`src/rtl/tmr_channel.sv`:
```
module tmr_channel (
  input  logic       clk,
  input  logic       rst_n,
  input  logic       tick,
  input  logic       cnt_pin,
  input  logic       gate_pin,
  input  logic       reg_wr,
  input  logic [1:0] reg_addr,
  input  logic [7:0] reg_wdata,
  output logic [7:0] reg_rdata,
  output logic       ovf,
  output logic       ovf_hi
);

  localparam logic [1:0] M13 = 2'b00, M16 = 2'b01, MRLD = 2'b10, MSPL = 2'b11;

  logic [7:0] lo_q, hi_q, lo_d, hi_d;
  logic [1:0] mode;
  logic       src_ext, gate_en, run, run_hi;
  logic       ovf_q, ovfh_q, ov_set, ovh_set;
  logic       cs1, cs2, cprev;
  logic [13:0] sum13;
  logic [16:0] sum16;
  logic       unused_bits;

  wire enable = run & (~gate_en | gate_pin);
  wire fall   = tick & cprev & ~cs2;
  wire inc    = enable & (src_ext ? fall : tick) & ~reg_wr;
  wire inc_hi = run_hi & tick & ~reg_wr & (mode == MSPL);

  assign sum13 = {1'b0, hi_q, lo_q[4:0]} + 14'd1;
  assign sum16 = {1'b0, hi_q, lo_q} + 17'd1;
  assign unused_bits = ^reg_wdata[7:6];

  always_comb begin
    lo_d = lo_q;
    hi_d = hi_q;
    ov_set = 1'b0;
    ovh_set = 1'b0;
    if (inc) begin
      case (mode)
        M13: begin
          hi_d = sum13[12:5];
          lo_d = {lo_q[7:5], sum13[4:0]};
          ov_set = sum13[13];
        end
        M16: begin
          {hi_d, lo_d} = sum16[15:0];
          ov_set = sum16[16];
        end
        MRLD: begin
          lo_d = (lo_q == 8'hFF) ? hi_q : lo_q + 8'd1;
          ov_set = (lo_q == 8'hFF);
        end
        default: begin
          lo_d = lo_q + 8'd1;
          ov_set = (lo_q == 8'hFF);
        end
      endcase
    end
    if (inc_hi) begin
      hi_d = hi_q + 8'd1;
      ovh_set = (hi_q == 8'hFF);
    end
  end

  always_ff @(posedge clk or negedge rst_n) begin
    if (!rst_n) begin
      lo_q <= '0; hi_q <= '0; mode <= M13;
      src_ext <= 1'b0; gate_en <= 1'b0; run <= 1'b0; run_hi <= 1'b0;
      ovf_q <= 1'b0; ovfh_q <= 1'b0;
      cs1 <= 1'b0; cs2 <= 1'b0; cprev <= 1'b0;
    end else begin
      cs1 <= cnt_pin;
      cs2 <= cs1;
      if (tick) cprev <= cs2;
      if (reg_wr) begin
        case (reg_addr)
          2'd0: lo_q <= reg_wdata;
          2'd1: hi_q <= reg_wdata;
          2'd2: {run_hi, run, gate_en, src_ext, mode} <= reg_wdata[5:0];
          default: {ovfh_q, ovf_q} <= reg_wdata[1:0];
        endcase
      end else begin
        lo_q <= lo_d;
        hi_q <= hi_d;
        ovf_q <= ovf_q | ov_set;
        ovfh_q <= ovfh_q | ovh_set;
      end
    end
  end

  always_comb begin
    case (reg_addr)
      2'd0: reg_rdata = lo_q;
      2'd1: reg_rdata = hi_q;
      2'd2: reg_rdata = {2'b00, run_hi, run, gate_en, src_ext, mode};
      default: reg_rdata = {6'd0, ovfh_q, ovf_q};
    endcase
  end

  assign ovf = ovf_q;
  assign ovf_hi = ovfh_q;

  a_r3_wrap_sets_flag: assert property (@(posedge clk) disable iff (!rst_n)
    (mode == M16 && inc && lo_q == 8'hFF && hi_q == 8'hFF) |=> (lo_q == 8'h00 && hi_q == 8'h00 && ovf_q));

  a_r4_reload_from_high: assert property (@(posedge clk) disable iff (!rst_n)
    (mode == MRLD && inc && lo_q == 8'hFF) |=> (lo_q == $past(hi_q) && ovf_q));

  a_r2_upper_bits_kept: assert property (@(posedge clk) disable iff (!rst_n)
    (mode == M13 && !reg_wr) |=> (lo_q[7:5] == $past(lo_q[7:5])));

  a_r8_stopped_holds: assert property (@(posedge clk) disable iff (!rst_n)
    (!run && !reg_wr && mode != MSPL) |=> ($stable(lo_q) && $stable(hi_q)));

  a_r9_flag_sticky: assert property (@(posedge clk) disable iff (!rst_n)
    (ovf_q && !(reg_wr && reg_addr == 2'd3)) |=> ovf_q);

  a_r10_write_wins: assert property (@(posedge clk) disable iff (!rst_n)
    (reg_wr && reg_addr == 2'd0) |=> (lo_q == $past(reg_wdata)));

  a_r7_no_count_without_tick: assert property (@(posedge clk) disable iff (!rst_n)
    (!tick && !reg_wr) |=> ($stable(lo_q) && $stable(hi_q)));

endmodule

```
`config.mk`:
```
export PLATFORM = sky130hd
export DESIGN_NAME = tmr_channel
export DESIGN_NICKNAME = d
export VERILOG_FILES = /design/src/rtl/tmr_channel.sv
export SDC_FILE = /design/constraint.sdc
export NUM_CORES = 1
export LEC_CHECK = 0
export BUFFER_PORTS_ARGS = -buffer_cell sky130_fd_sc_hd__buf_2
export CAP_MARGIN = 20
export CELL_PAD_IN_SITES_DETAIL_PLACEMENT = 1
export CELL_PAD_IN_SITES_GLOBAL_PLACEMENT = 2
export CORE_MARGIN = 10
export CORE_UTILIZATION = 39
export CTS_CLUSTER_SIZE = 20
export DETAILED_ROUTE_END_ITERATION = 12
export GPL_ROUTABILITY_DRIVEN = 0
export HOLD_SLACK_MARGIN = 0.12
export PLACE_DENSITY = 0.95
export REMOVE_ABC_BUFFERS = 1
export SYNTH_ARGS = -nofsm -noshare
export SYNTH_HDL_FRONTEND = slang
export SYNTH_SLANG_ARGS = --single-unit
```
`constraint.sdc`:
```
create_clock -name clk -period 3 [get_ports clk]
set_input_delay 0.6 -clock clk [delete_from_list [all_inputs] [get_ports clk]]
set_output_delay 0.6 -clock clk [all_outputs]
set_load 0.02 [all_outputs]
```
== Word-level counts from Yosys, hierarchy flattened ==
Cells that the tools add are included.
Cells by class
  add/sub/neg operators: 4
  eq/ne operators: 11
  muxes and demuxes: 19
  bitwise operators: 14
  reduce and logical (&&, ||, !) cells: 10
Operators by type and width (count)
  2-to-1 mux 8 bit: 8
  one-hot mux 8 bit (3 select lines): 2
  adder 16 x 1 -> 17 bit (second input constant): 1
  adder 8 x 1 -> 8 bit (second input constant): 2
  == test 8 bit (second input constant): 2
  one-hot mux 8 bit (2 select lines): 1
  adder 13 x 1 -> 14 bit (second input constant): 1
  bitwise AND 1 bit: 8
  2-to-1 mux 1 bit: 7
  == test 2 bit (second input constant): 3
  AND reduction 3 bit: 2
  == test 2 x 1 -> 1 bit (second input constant): 2
  logical NOT 2 bit: 2
  inequality test 2 x 1 -> 1 bit (second input constant): 2
  inequality test 2 bit (second input constant): 2
  AND reduction 2 bit: 2
  nonzero test 4 bit: 1
  inverter 1 bit: 3
  OR 1 bit: 3
  nonzero test 3 bit: 1
  OR reduction 3 bit: 1
  one-hot mux 1 bit (2 select lines): 1
  nonzero test 2 bit: 1
Word-level totals
  flip-flop bits (word level): 27
  input port bits: 16
  output and inout bits: 10
  logic and storage cells: 71

== Longest topological paths before layout ==
Gate-level depths: netlist of the first run.
  depth in word-level cells: 8
  gate-level depth with buffers: 7
  depth with buffers taken out: 6

== Worst setup path after synthesis of the first run ==
No wires, ideal clock.
  path kind: input -> output
  from: in reg_addr[1]
  to: out reg_rdata[2]
  data arrival time: 1.547 ns
  required time: 2.400 ns
  path slack: 0.853 ns
  cell stages on the path: 3
  path buffers: 1
  cells stage by stage: buf_1 mux2i_1 o21ai_0
Between the ends
  longest elaborated chain between the ends: 2
  elaborated cells on any way between the ends: 4
  those cells by class: eq/ne (2); mux (1); reduce/logical (1)
Ends and longest elaborated chain
  start, declared: line 8  | input logic [1:0] reg_addr,
  == test 2 bit, or another cell as far along: line 94  | case (reg_addr)
  one-hot mux 8 bit (3 select lines) (*): line 94
  end, declared: line 10  | output logic [7:0] reg_rdata,
Mark *: on every way between the ends. The rest lies on a longest branch, timed or not.

== Worst setup path after layout of the first run ==
  from: reg lo_q[1]
  to: reg lo_q[3]
Between the ends
  longest elaborated chain between the ends: 5
  elaborated cells on any way between the ends: 8
  those cells by class: add/sub (3); eq/ne (1); mux (4)
Ends and longest elaborated chain
  start, declared: line 17  | logic [7:0] lo_q, hi_q, lo_d, hi_d;
  start signal, assigned: line 79  | 2'd0: lo_q <= reg_wdata;
  start signal, assigned: line 85  | lo_q <= lo_d;
  adder 8 x 1 -> 8 bit / == test 8 bit (equally long branches): line 52, 56
  2-to-1 mux 8 bit: line 52  | lo_d = (lo_q == 8'hFF) ? hi_q : lo_q + 8'd1;
  one-hot mux 8 bit (3 select lines) (*): line 41  | case (mode)
  2-to-1 mux 8 bit (*): line 40  | if (inc) begin
  2-to-1 mux 8 bit (*): line 77  | if (reg_wr) begin
Mark *: on every way between the ends. The rest lies on a longest branch, timed or not. The select of a mux whose other input is x is not followed.
A chain may end at the register's enable or synchronous reset.

==> results of run 1 <==
-- synthesized netlist by cell type, types with 3 or more instances --
cell type	n	share of area, %
o21ai_1	5	1.3
o21ai_0	10	2.5
inv_1	4	0.76
clkbuf_1	4	0.76
nand2b_1	7	2.2
nor2_1	14	2.7
a2bb2oi_1	4	1.8
nor2b_1	3	0.96
nand3_1	6	1.5
o31ai_1	4	1.5
and3_1	6	1.9
nor3_1	5	1.3
buf_2	3	0.76
mux2_2	8	4.6
nand4_1	4	1.3
a22oi_1	3	1.1
nand2_1	19	3.6
a21oi_1	8	2.0
mux2i_1	8	4.1
dfrtp_1	27	34
-- layout make-up --
cell class / count / area, µm² / share of cell area [%]
Timing Repair Buffer: 28 / 148 / 6.73
Tap cell: 67 / 83.8 / 3.82
Clock buffer: 4 / 45.0 / 2.05
Sequential cell: 27 / 676 / 30.8
Inverter: 4 / 15.0 / 0.684
Multi-Input combinational cell: 169 / 1230 / 55.9
-- layer usage --
| layer | GRT usage (%) | up-vias | wire (µm) |
|---|---|---|---|
| met4 | 1.83 | 0 | 19 |
| met1 | 20.4 | 894 | 2910 |
| met3 | 2.80 | 2 | 302 |
| met2 | 25.2 | 41 | 3020 |
| li1 | - | 851 | - |
| met5 | 0 | - | 0 |
-- cell families after synthesis --
family / Yosys count
AOI/OAI and AO/OA: 61
xor gates and xnor gates: 3
adders and majority gates: 2
buffers and inverters: 14
DFF: 27
muxes: 20
and+or+nand+nor: 83
-- final timing paths --
| kind | end | slack [ns] | cells after the start |
|---|---|---|---|
| min reg2reg | cs2$_DFF_PN0_ | 0.37 | 0 |
| min | lo_q[7]$_DFFE_PN0P_ | 0.33 | 1 |
| max | lo_q[3]$_DFFE_PN0P_ | 0.52 | 6 |
| max in group asynchronous | run$_DFFE_PN0P_ | 2.23 | 1 |
| max reg2reg | lo_q[3]$_DFFE_PN0P_ | 0.52 | 6 |
| min in group clk | cs2$_DFF_PN0_ | 0.37 | 0 |
-- state kept, by name, summed over array words and instances (netlist names) --
signal   cells
cprev        1
src_ext      1
run          1
cs2          1
lo_q         8
run_hi       1
mode         2
hi_q         8
ovf          1
cs1          1
gate_en      1
ovf_hi       1
-- stage by stage --
stage / utilization (%) / power [W] / hold slack [ns]
after floorplan: - / 0.000885 / 0.304
after global placement: 44.9 / 0.00107 / 0.348
after detailed placement: 44.9 / 0.00108 / 0.343
after CTS: 45.9 / 0.00130 / 0.358
after global routing: 45.9 / 0.00139 / 0.370
final: 45.9 / 0.00129 / 0.331
-- placed cells by master (no fill, tap or decap), types with 2 or more instances in the layout --
| cell | Yosys | layout |
|---|---|---|
| o22ai_1 | 2 | 2 |
| a21oi_1 | 8 | 8 |
| nor2_1 | 14 | 14 |
| a21o_1 | 2 | 2 |
| o211ai_1 | 2 | 2 |
| a41o_1 | 2 | 2 |
| inv_1 | 4 | 4 |
| buf_4 | 1 | 3 |
| mux2i_1 | 8 | 8 |
| nand2b_1 | 7 | 7 |
| or3_1 | 2 | 2 |
| dfrtp_1 | 27 | 27 |
| nand2_1 | 19 | 19 |
| a22oi_1 | 3 | 3 |
| mux2_1 | 2 | 2 |
| and4_1 | 2 | 2 |
| nand3_1 | 6 | 6 |
| buf_2 | 3 | 25 |
| a31oi_1 | 2 | 2 |
| mux4_2 | 2 | 2 |
| nor2b_1 | 3 | 3 |
| a2bb2oi_1 | 4 | 4 |
| xnor2_1 | 2 | 2 |
| o21ai_0 | 10 | 10 |
| o21bai_1 | 2 | 2 |
| o31ai_1 | 4 | 4 |
| ha_1 | 2 | 2 |
| a221oi_1 | 2 | 2 |
| and2_1 | 2 | 2 |
| o32ai_1 | 2 | 2 |
| nor3_1 | 5 | 5 |
| nand4_1 | 4 | 4 |
| clkbuf_8 | 0 | 3 |
| o21ai_1 | 5 | 5 |
| mux2_2 | 8 | 8 |
| and3_1 | 6 | 6 |
-- report_power, final --
group          internal, W  switching [W]
sequential        0.000448       0.000157
combinational     0.000207       0.000259
clock            0.0000956       0.000125
==> metrics.cfg, run 1 <==
[outcome]
outcome=finished clean

[worst_setup_path]
path_cells=ha_1 -> nand4_2 -> nor4_4 -> mux2i_1 -> o21ai_1 -> mux2_1
slowest_stage=nor4_4
cp_slowest_stage_delay_ns=0.60
crit_fanout=8
worst-path-buf-inv=0
rr_startpoint=lo_q[1]$_DFFE_PN0P_
required_ns=3.17
end_kind=flip-flop
critPathTopFamily=simple AND/OR/NAND/NOR gates
cp-start-kind=flip-flop
critPathArrivalTime_ns=2.65
cp-startpoint=lo_q[1]$_DFFE_PN0P_
critPathKind=reg2reg

[grt]
grt_max_degree=28
grt_pass1_wl_um=10600
grt_pass1_vias=1934
grt.overflow.total=0
grt_usage_pct=15.1
antenna_found_initial=0

[layout]
nets=251
final_cells=299
finalInstanceArea_um2=2190
antenna_cells=0
drive_above_1_share_pct=22.4
fillers=556
area_growth_pct=11.8

[yosys]
yosysWarnings=0
synthAdderAreaFrac_pct=1.27
synth_compound_area_share_pct=23.3
yosys_register_bits=27
synth-seq-area-share_pct=34.4
synth_top_family_by_area=simple AND/OR/NAND/NOR gates
synth-simple-area-share_pct=24.5
synth_edf_count=0
synth_cell_types=62
synth_xor_area_share_pct=1.34
netlist_area_um2=1960
synthFlopType=dfrtp_1
syn_area_per_cell_um2=9.35
muxShareOfSynthArea_pct=12.1
syn_inst=210
synthArstFlopShare_pct=100

[die]
initial_utilization_pct=41.0
rows=25
core-area_um2=4790
ioPinCount=26
die_area_um2=8270
die_w_um=91.0
die_y_um=91.0

[timing]
tightestPinTransition_ns=0.661
timing.fmax_mhz=404
fin_skew_ns=0.00660
setup_viol=0
slew_violations=0
hold_violations=0
rsz0062_at_grt=false
tns_ns=0
setup_ws_ns=0.522
slew_headroom_pct=56.0
period_minus_slack_ns=2.48
min_period_over_period_pct=82.6

[clock_network]
htree_levels=1
cts_buffer_depth=2
clock_sinks=27
clkLatencyLatePin_ns=0.28
cts_resized=0
clk_pin_slew_ns=0.10
clock-root-buffer=clkbuf_8
cts_tree=yes
cts_made_buffers=3
cts_setup_buffers=0
hold_buffers=0

[power_and_ir_drop]
power_density_nw_per_um2=588
ir_drop_mv=0.220
p_leak_nw=0.928

[placement]
place_ws_ns=0.553
dp_hpwl_um=4710
place_area_um2=2150
dp.cells=295
io_buffers=25

[route]
drc_errors=0
finalWirelength_um=6250
routed_via_density=5.98
routedWlPerCell_um=20.9
dr.pass1.iters=4
antenna_left=0
drtIter0Drc=78
vias=1788

[worst_hold_path]
holdCritPathClass=in2async

[run]
cap_violations=0

No activity file was read; power rests on OpenSTA's default activity.
==> run 2: changes to the inputs <==
- CORE_UTILIZATION: 39 -> 36
- PLACE_DENSITY: 0.95 -> 0.91
- clock period: 3 -> 2.5 ns (I/O delays scaled with it)
==> run 2 against run 1 <==
  * Worst hold slack lost 0.12 ns
  * Setup slack lost 0.26 ns
  * Die area grew 6.5%
  * Routed wire length grew 1.7%
  * First-iteration DRC count grew 40%
  * Via count grew 2.9%
  * Global-route usage shrank 0.23 points
  * Sequential share of layout area shrank 0.53 points
  * Flip-flop and latch count is the same
  * Sequential power grew 20%
  * Cell count grew 2.3%
  * Critical endpoint unchanged
  * Largest power group unchanged
  * Highest routed layer unchanged
==> metrics.cfg, run 2 (synthesized netlist as in run 1, its figures left out) <==
[route]
routed_via_density=6.01  ; was 5.98
drc_errors=0  ; unchanged
routedWlPerCell_um=20.8  ; was 20.9 µm
finalWirelength_um=6350  ; was 6250 µm
vias=1839  ; was 1,788
antenna_left=0  ; unchanged
dr.pass1.iters=4  ; unchanged
drtIter0Drc=109  ; was 78

[timing]
fin_skew_ns=0.00797  ; was 0.00660 ns
hold_ws_ns=0.214  ; was 0.331 ns
timing.fmax_mhz=447  ; was 404 MHz
period_minus_slack_ns=2.23  ; was 2.48 ns
hold_violations=0  ; unchanged
setup_viol=0  ; unchanged
min_period_over_period_pct=89.4  ; was 82.6%
slew_violations=0  ; unchanged
tns_ns=0  ; unchanged
slew_headroom_pct=54.0  ; was 56.0%
tightestPinTransition_ns=0.685  ; was 0.661 ns
rsz0062_at_grt=false  ; unchanged

[clock_network]
clkLatencyLatePin_ns=0.28  ; about the same
cts_setup_buffers=0  ; unchanged
clk_pin_slew_ns=0.12  ; was 0.10 ns
clock-root-buffer=clkbuf_8  ; unchanged
clock_sinks=27  ; unchanged
hold_buffers=0  ; unchanged
cts_resized=0  ; unchanged
htree_levels=1  ; unchanged
cts_made_buffers=3  ; unchanged
cts_buffer_depth=2  ; unchanged
cts_tree=yes  ; unchanged

[power_and_ir_drop]
ir_drop_mv=0.307  ; was 0.220 mV
power_density_nw_per_um2=699  ; was 588 nW/µm²
p_leak_nw=0.952  ; was 0.928 nW

[layout]
multi_input_area_um2=1230  ; unchanged
final_cell_mix=dfrtp_1 (27), buf_2 (25), nand2_1 (19)  ; unchanged
antenna_cells=0  ; unchanged
nets=255  ; was 251
reg.largest.list=hi_q x8, lo_q x8, mode x2  ; unchanged
area_growth_pct=13.8  ; was 11.8%
finalInstanceArea_um2=2230  ; was 2190 µm²
seq_area_um2=676  ; unchanged
final_common_cell=dfrtp_1  ; unchanged
fillers=636  ; was 556
drive_above_1_share_pct=24.2  ; was 22.4%

[grt]
grt_pass1_wl_um=10600  ; about the same
grt_max_degree=28  ; unchanged
grt_pass1_vias=2009  ; was 1,934
grt.overflow.total=0  ; unchanged
grt_usage_pct=14.9  ; was 15.1%
antenna_found_initial=0  ; unchanged

[run]
cap_violations=0  ; unchanged

[worst_setup_path]
critPathArrivalTime_ns=2.42  ; was 2.65 ns
required_ns=2.68  ; was 3.17 ns
end_kind=flip-flop  ; unchanged
cp-start-kind=flip-flop  ; unchanged
critPathKind=reg2reg  ; unchanged
crit_fanout=8  ; unchanged

[die]
ioPinCount=26  ; unchanged
die_w_um=93.8  ; was 91.0 µm
initial_utilization_pct=37.7  ; was 41.0%
rows=26  ; was 25
core-area_um2=5200  ; was 4790 µm²
die_area_um2=8810  ; was 8270 µm²
die_y_um=93.8  ; was 91.0 µm

[outcome]
outcome=finished clean  ; unchanged

[worst_hold_path]
holdCritPathClass=in2async  ; unchanged

[placement]
place_area_um2=2180  ; was 2150 µm²
io_buffers=25  ; unchanged
dp_hpwl_um=4880  ; was 4710 µm

[run 2: cell types whose count changed in the layout (fill, tap and decap cells not counted), sizes merged]
cell	before	now
inv	4	5
clkbuf	4	3
buf	28	32
[run 2: where the power goes]
| part | switching, W | total [W] | leakage [nW] | internal [W] |
|---|---|---|---|---|
| registers | 0.000190 | 0.000728 | 0.320 | 0.000538 |
| clock network | 0.000165 | 0.000282 | 0.0261 | 0.000117 |
| logic | 0.000301 | 0.000550 | 0.606 | 0.000249 |
| total | 0.000656 | 0.00156 | 0.952 | 0.000904 |
[run 2: path summary, 6_finish.rpt]
kind	end	depth (start not counted)	slack (ns)	from
max	lo_q[3]$_DFFE_PN0P_	6	0.27	lo_q[0]$_DFFE_PN0P_
min	hi_q[4]$_DFFE_PN0P_	1	0.21	rst_n
max reg2reg	lo_q[3]$_DFFE_PN0P_	6	0.27	lo_q[0]$_DFFE_PN0P_
min reg2reg	cs2$_DFF_PN0_	0	0.36	cs1$_DFF_PN0_
max in group asynchronous	hi_q[5]$_DFFE_PN0P_	1	1.86	rst_n
min in group clk	cs1$_DFF_PN0_	1	0.31	cnt_pin
[run 2: cell type report]
type                    instances  area share (%)
inverters                       4           0.672
clock inverters                 1           0.392
flip-flops and latches         27            30.3
multi-input cells             169            55.0
clock buffers                   3            1.85
well taps                      70            3.92
repair buffers                 32            7.96
[run 2: worst max-delay path: stages (launching register included)]
cell,delay (ns)
dfrtp_1,0.49
ha_1,0.33
nand4_2,0.20
nor4_4,0.47
mux2i_1,0.26
o21ai_1,0.09
mux2_1,0.28
[run 2: metrics by stage]
step	util, %	total power, W	setup WS, ns	std cells
global route	42.9	0.00168	0.115	306
finish	42.9	0.00156	0.265	306
global placement	41.9	0.00127	0.336	302
floorplan	-	0.00106	0.563	200
detailed placement	41.9	0.00129	0.285	302
CTS	42.9	0.00157	0.278	306
[run 2: layer usage]
layer	part of all wire (%)	vias to the layer above	wire, µm	global-route usage, %
met5	0	-	0	0
met4	0.54	0	34	2.41
met3	5.5	4	350	3.04
met2	47	43	3000	24.5
met1	47	939	2970	19.8
li1	-	853	-	-
==> run 3: changes to the inputs <==
- BUFFER_PORTS_ARGS: -buffer_cell sky130_fd_sc_hd__buf_2 -> -buffer_cell sky130_fd_sc_hd__buf_4
==> run 3 against run 2 <==
  * Cell count down 0.33%
  * Routed wire length down 2.0%
  * Worst hold slack worse by 0.090 ns
  * Fmax up 2.0%
  * Critical endpoint is now lo_q[1]$_DFFE_PN0P_
  * Largest cell class unchanged
==> metrics.cfg, run 3 (synthesized netlist as in run 1, its figures left out) <==
[worst_setup_path]
slowest_stage=dfrtp_1  ; unchanged
crit_fanout=7  ; was 8
end_kind=flip-flop  ; unchanged
cp-start-kind=flip-flop  ; unchanged
critPathArrivalTime_ns=2.35  ; was 2.42 ns
critPathTopFamily=simple AND/OR/NAND/NOR gates  ; unchanged
critPathKind=reg2reg  ; unchanged
path_cells=ha_1 -> nand4_2 -> nor4_4 -> mux2_1 -> mux2i_1 -> o21ai_1  ; was ha_1 -> nand4_2 -> nor4_4 -> mux2i_1 -> o21ai_1 -> mux2_1
required_ns=2.65  ; was 2.68 ns
cp_slowest_stage_delay_ns=0.49  ; about the same
worst-path-buf-inv=0  ; unchanged

[clock_network]
clock-root-buffer=clkbuf_8  ; unchanged
cts_resized=0  ; unchanged
htree_levels=1  ; unchanged
cts_setup_buffers=0  ; unchanged
clk_pin_slew_ns=0.10  ; was 0.12 ns
clock_sinks=27  ; unchanged
cts_made_buffers=3  ; unchanged
hold_buffers=0  ; unchanged
cts_buffer_depth=2  ; unchanged
cts_tree=yes  ; unchanged
clkLatencyLatePin_ns=0.28  ; about the same

[layout]
drive_above_1_share_pct=23.8  ; was 24.2%
area_growth_pct=16.5  ; was 13.8%
reg.largest.list=hi_q x8, lo_q x8, mode x2  ; unchanged
antenna_cells=0  ; unchanged
final_cell_mix=buf_4 (31), dfrtp_1 (27), nand2_1 (19)  ; was dfrtp_1 (27), buf_2 (25), nand2_1 (19)
final_common_cell=buf_4  ; was dfrtp_1
final_cells=305  ; was 306
nets=254  ; was 255

[timing]
min_period_over_period_pct=87.7  ; was 89.4%
hold_violations=0  ; unchanged
slew_headroom_pct=62.3  ; was 54.0%
setup_ws_ns=0.308  ; was 0.265 ns
fin_skew_ns=0.00264  ; was 0.00797 ns
timing.fmax_mhz=456  ; was 447 MHz
tns_ns=0  ; unchanged
setup_viol=0  ; unchanged
rsz0062_at_grt=false  ; unchanged
period_minus_slack_ns=2.19  ; was 2.23 ns
tightestPinTransition_ns=0.563  ; was 0.685 ns
slew_violations=0  ; unchanged

[die]
rows=26  ; unchanged
die_w_um=93.8  ; unchanged
core-area_um2=5200  ; unchanged
initial_utilization_pct=37.7  ; unchanged
die_area_um2=8810  ; unchanged
die_y_um=93.8  ; unchanged
ioPinCount=26  ; unchanged

[route]
routedWlPerCell_um=20.4  ; was 20.8 µm
routed_via_density=6.02  ; was 6.01
finalWirelength_um=6230  ; was 6350 µm
drc_errors=0  ; unchanged
dr.pass1.iters=4  ; unchanged
drtIter0Drc=114  ; was 109
vias=1836  ; was 1,839
antenna_left=0  ; unchanged

[power_and_ir_drop]
ir_drop_mv=0.243  ; was 0.307 mV
p_leak_nw=0.961  ; was 0.952 nW
power_density_nw_per_um2=683  ; was 699 nW/µm²

[grt]
top_usage_layer=met2  ; unchanged
met1_usage_pct=20.8  ; was 19.8%
grt_pass1_vias=1962  ; was 2,009
grt_usage_pct=14.8  ; was 14.9%
grt_max_degree=28  ; unchanged
met2_usage_pct=23.1  ; was 24.5%
grt.overflow.total=0  ; unchanged
antenna_found_initial=0  ; unchanged
grt_pass1_wl_um=10600  ; about the same
grt_use_met3_pct=2.48  ; was 3.04%

[placement]
dp.cells=301  ; was 302
dp_hpwl_um=4730  ; was 4880 µm
place_ws_ns=0.340  ; was 0.285 ns
io_buffers=25  ; unchanged

[outcome]
outcome=finished clean  ; unchanged

[run]
cap_violations=0  ; unchanged

[worst_hold_path]
holdCritPathClass=in2async  ; unchanged

-- run 3: power breakdown --
group / internal (W) / leakage, nW / total [W] / switching [W]
Combinational: 0.000270 / 0.620 / 0.000563 / 0.000293
Clock: 0.000113 / 0.0217 / 0.000265 / 0.000152
Sequential: 0.000538 / 0.320 / 0.000735 / 0.000197
-- run 3: path summary, 6_finish.rpt --
check / startpoint / end / slack (ns) / cells past startpoint
worst max-delay path: lo_q[1]$_DFFE_PN0P_ / lo_q[1]$_DFFE_PN0P_ / 0.31 / 6
worst min-delay path: rst_n / hi_q[5]$_DFFE_PN0P_ / 0.12 / 1
worst max register to register: lo_q[1]$_DFFE_PN0P_ / lo_q[1]$_DFFE_PN0P_ / 0.31 / 6
worst min register to register: cs1$_DFF_PN0_ / cs2$_DFF_PN0_ / 0.37 / 0
max in group asynchronous: rst_n / lo_q[7]$_DFFE_PN0P_ / 2.10 / 1
min in group clk: cnt_pin / cs1$_DFF_PN0_ / 0.32 / 1
-- run 3: layer usage --
metal / vias up / share of wire (%) / wire (µm)
li1: 856 / - / -
met4: 0 / 0.50 / 31
met3: 4 / 3.9 / 245
met2: 32 / 47 / 2900
met5: - / 0 / 0
met1: 944 / 49 / 3050
-- run 3: per-stage QoR --
| step | power [W] | hold slack (ns) | instance area [µm²] | util, % |
|---|---|---|---|---|
| after floorplan | 0.00106 | 0.204 | 1920 | - |
| after global placement | 0.00129 | 0.349 | 2240 | 43.0 |
| after detailed placement | 0.00130 | 0.338 | 2240 | 43.0 |
| after CTS | 0.00157 | 0.129 | 2290 | 43.9 |
| after global routing | 0.00168 | 0.131 | 2290 | 43.9 |
| final | 0.00156 | 0.124 | 2290 | 43.9 |
-- run 3: area by class of cell --
| type | count | area [µm²] |
|---|---|---|
| clock buffer | 3 | 41.3 |
| clock inverter | 1 | 7.51 |
| fill | 620 | 2920 |
| inverter | 4 | 15.0 |
| multi-input combinational | 169 | 1230 |
| sequential | 27 | 676 |
| tap | 70 | 87.6 |
| timing repair buffer | 31 | 233 |
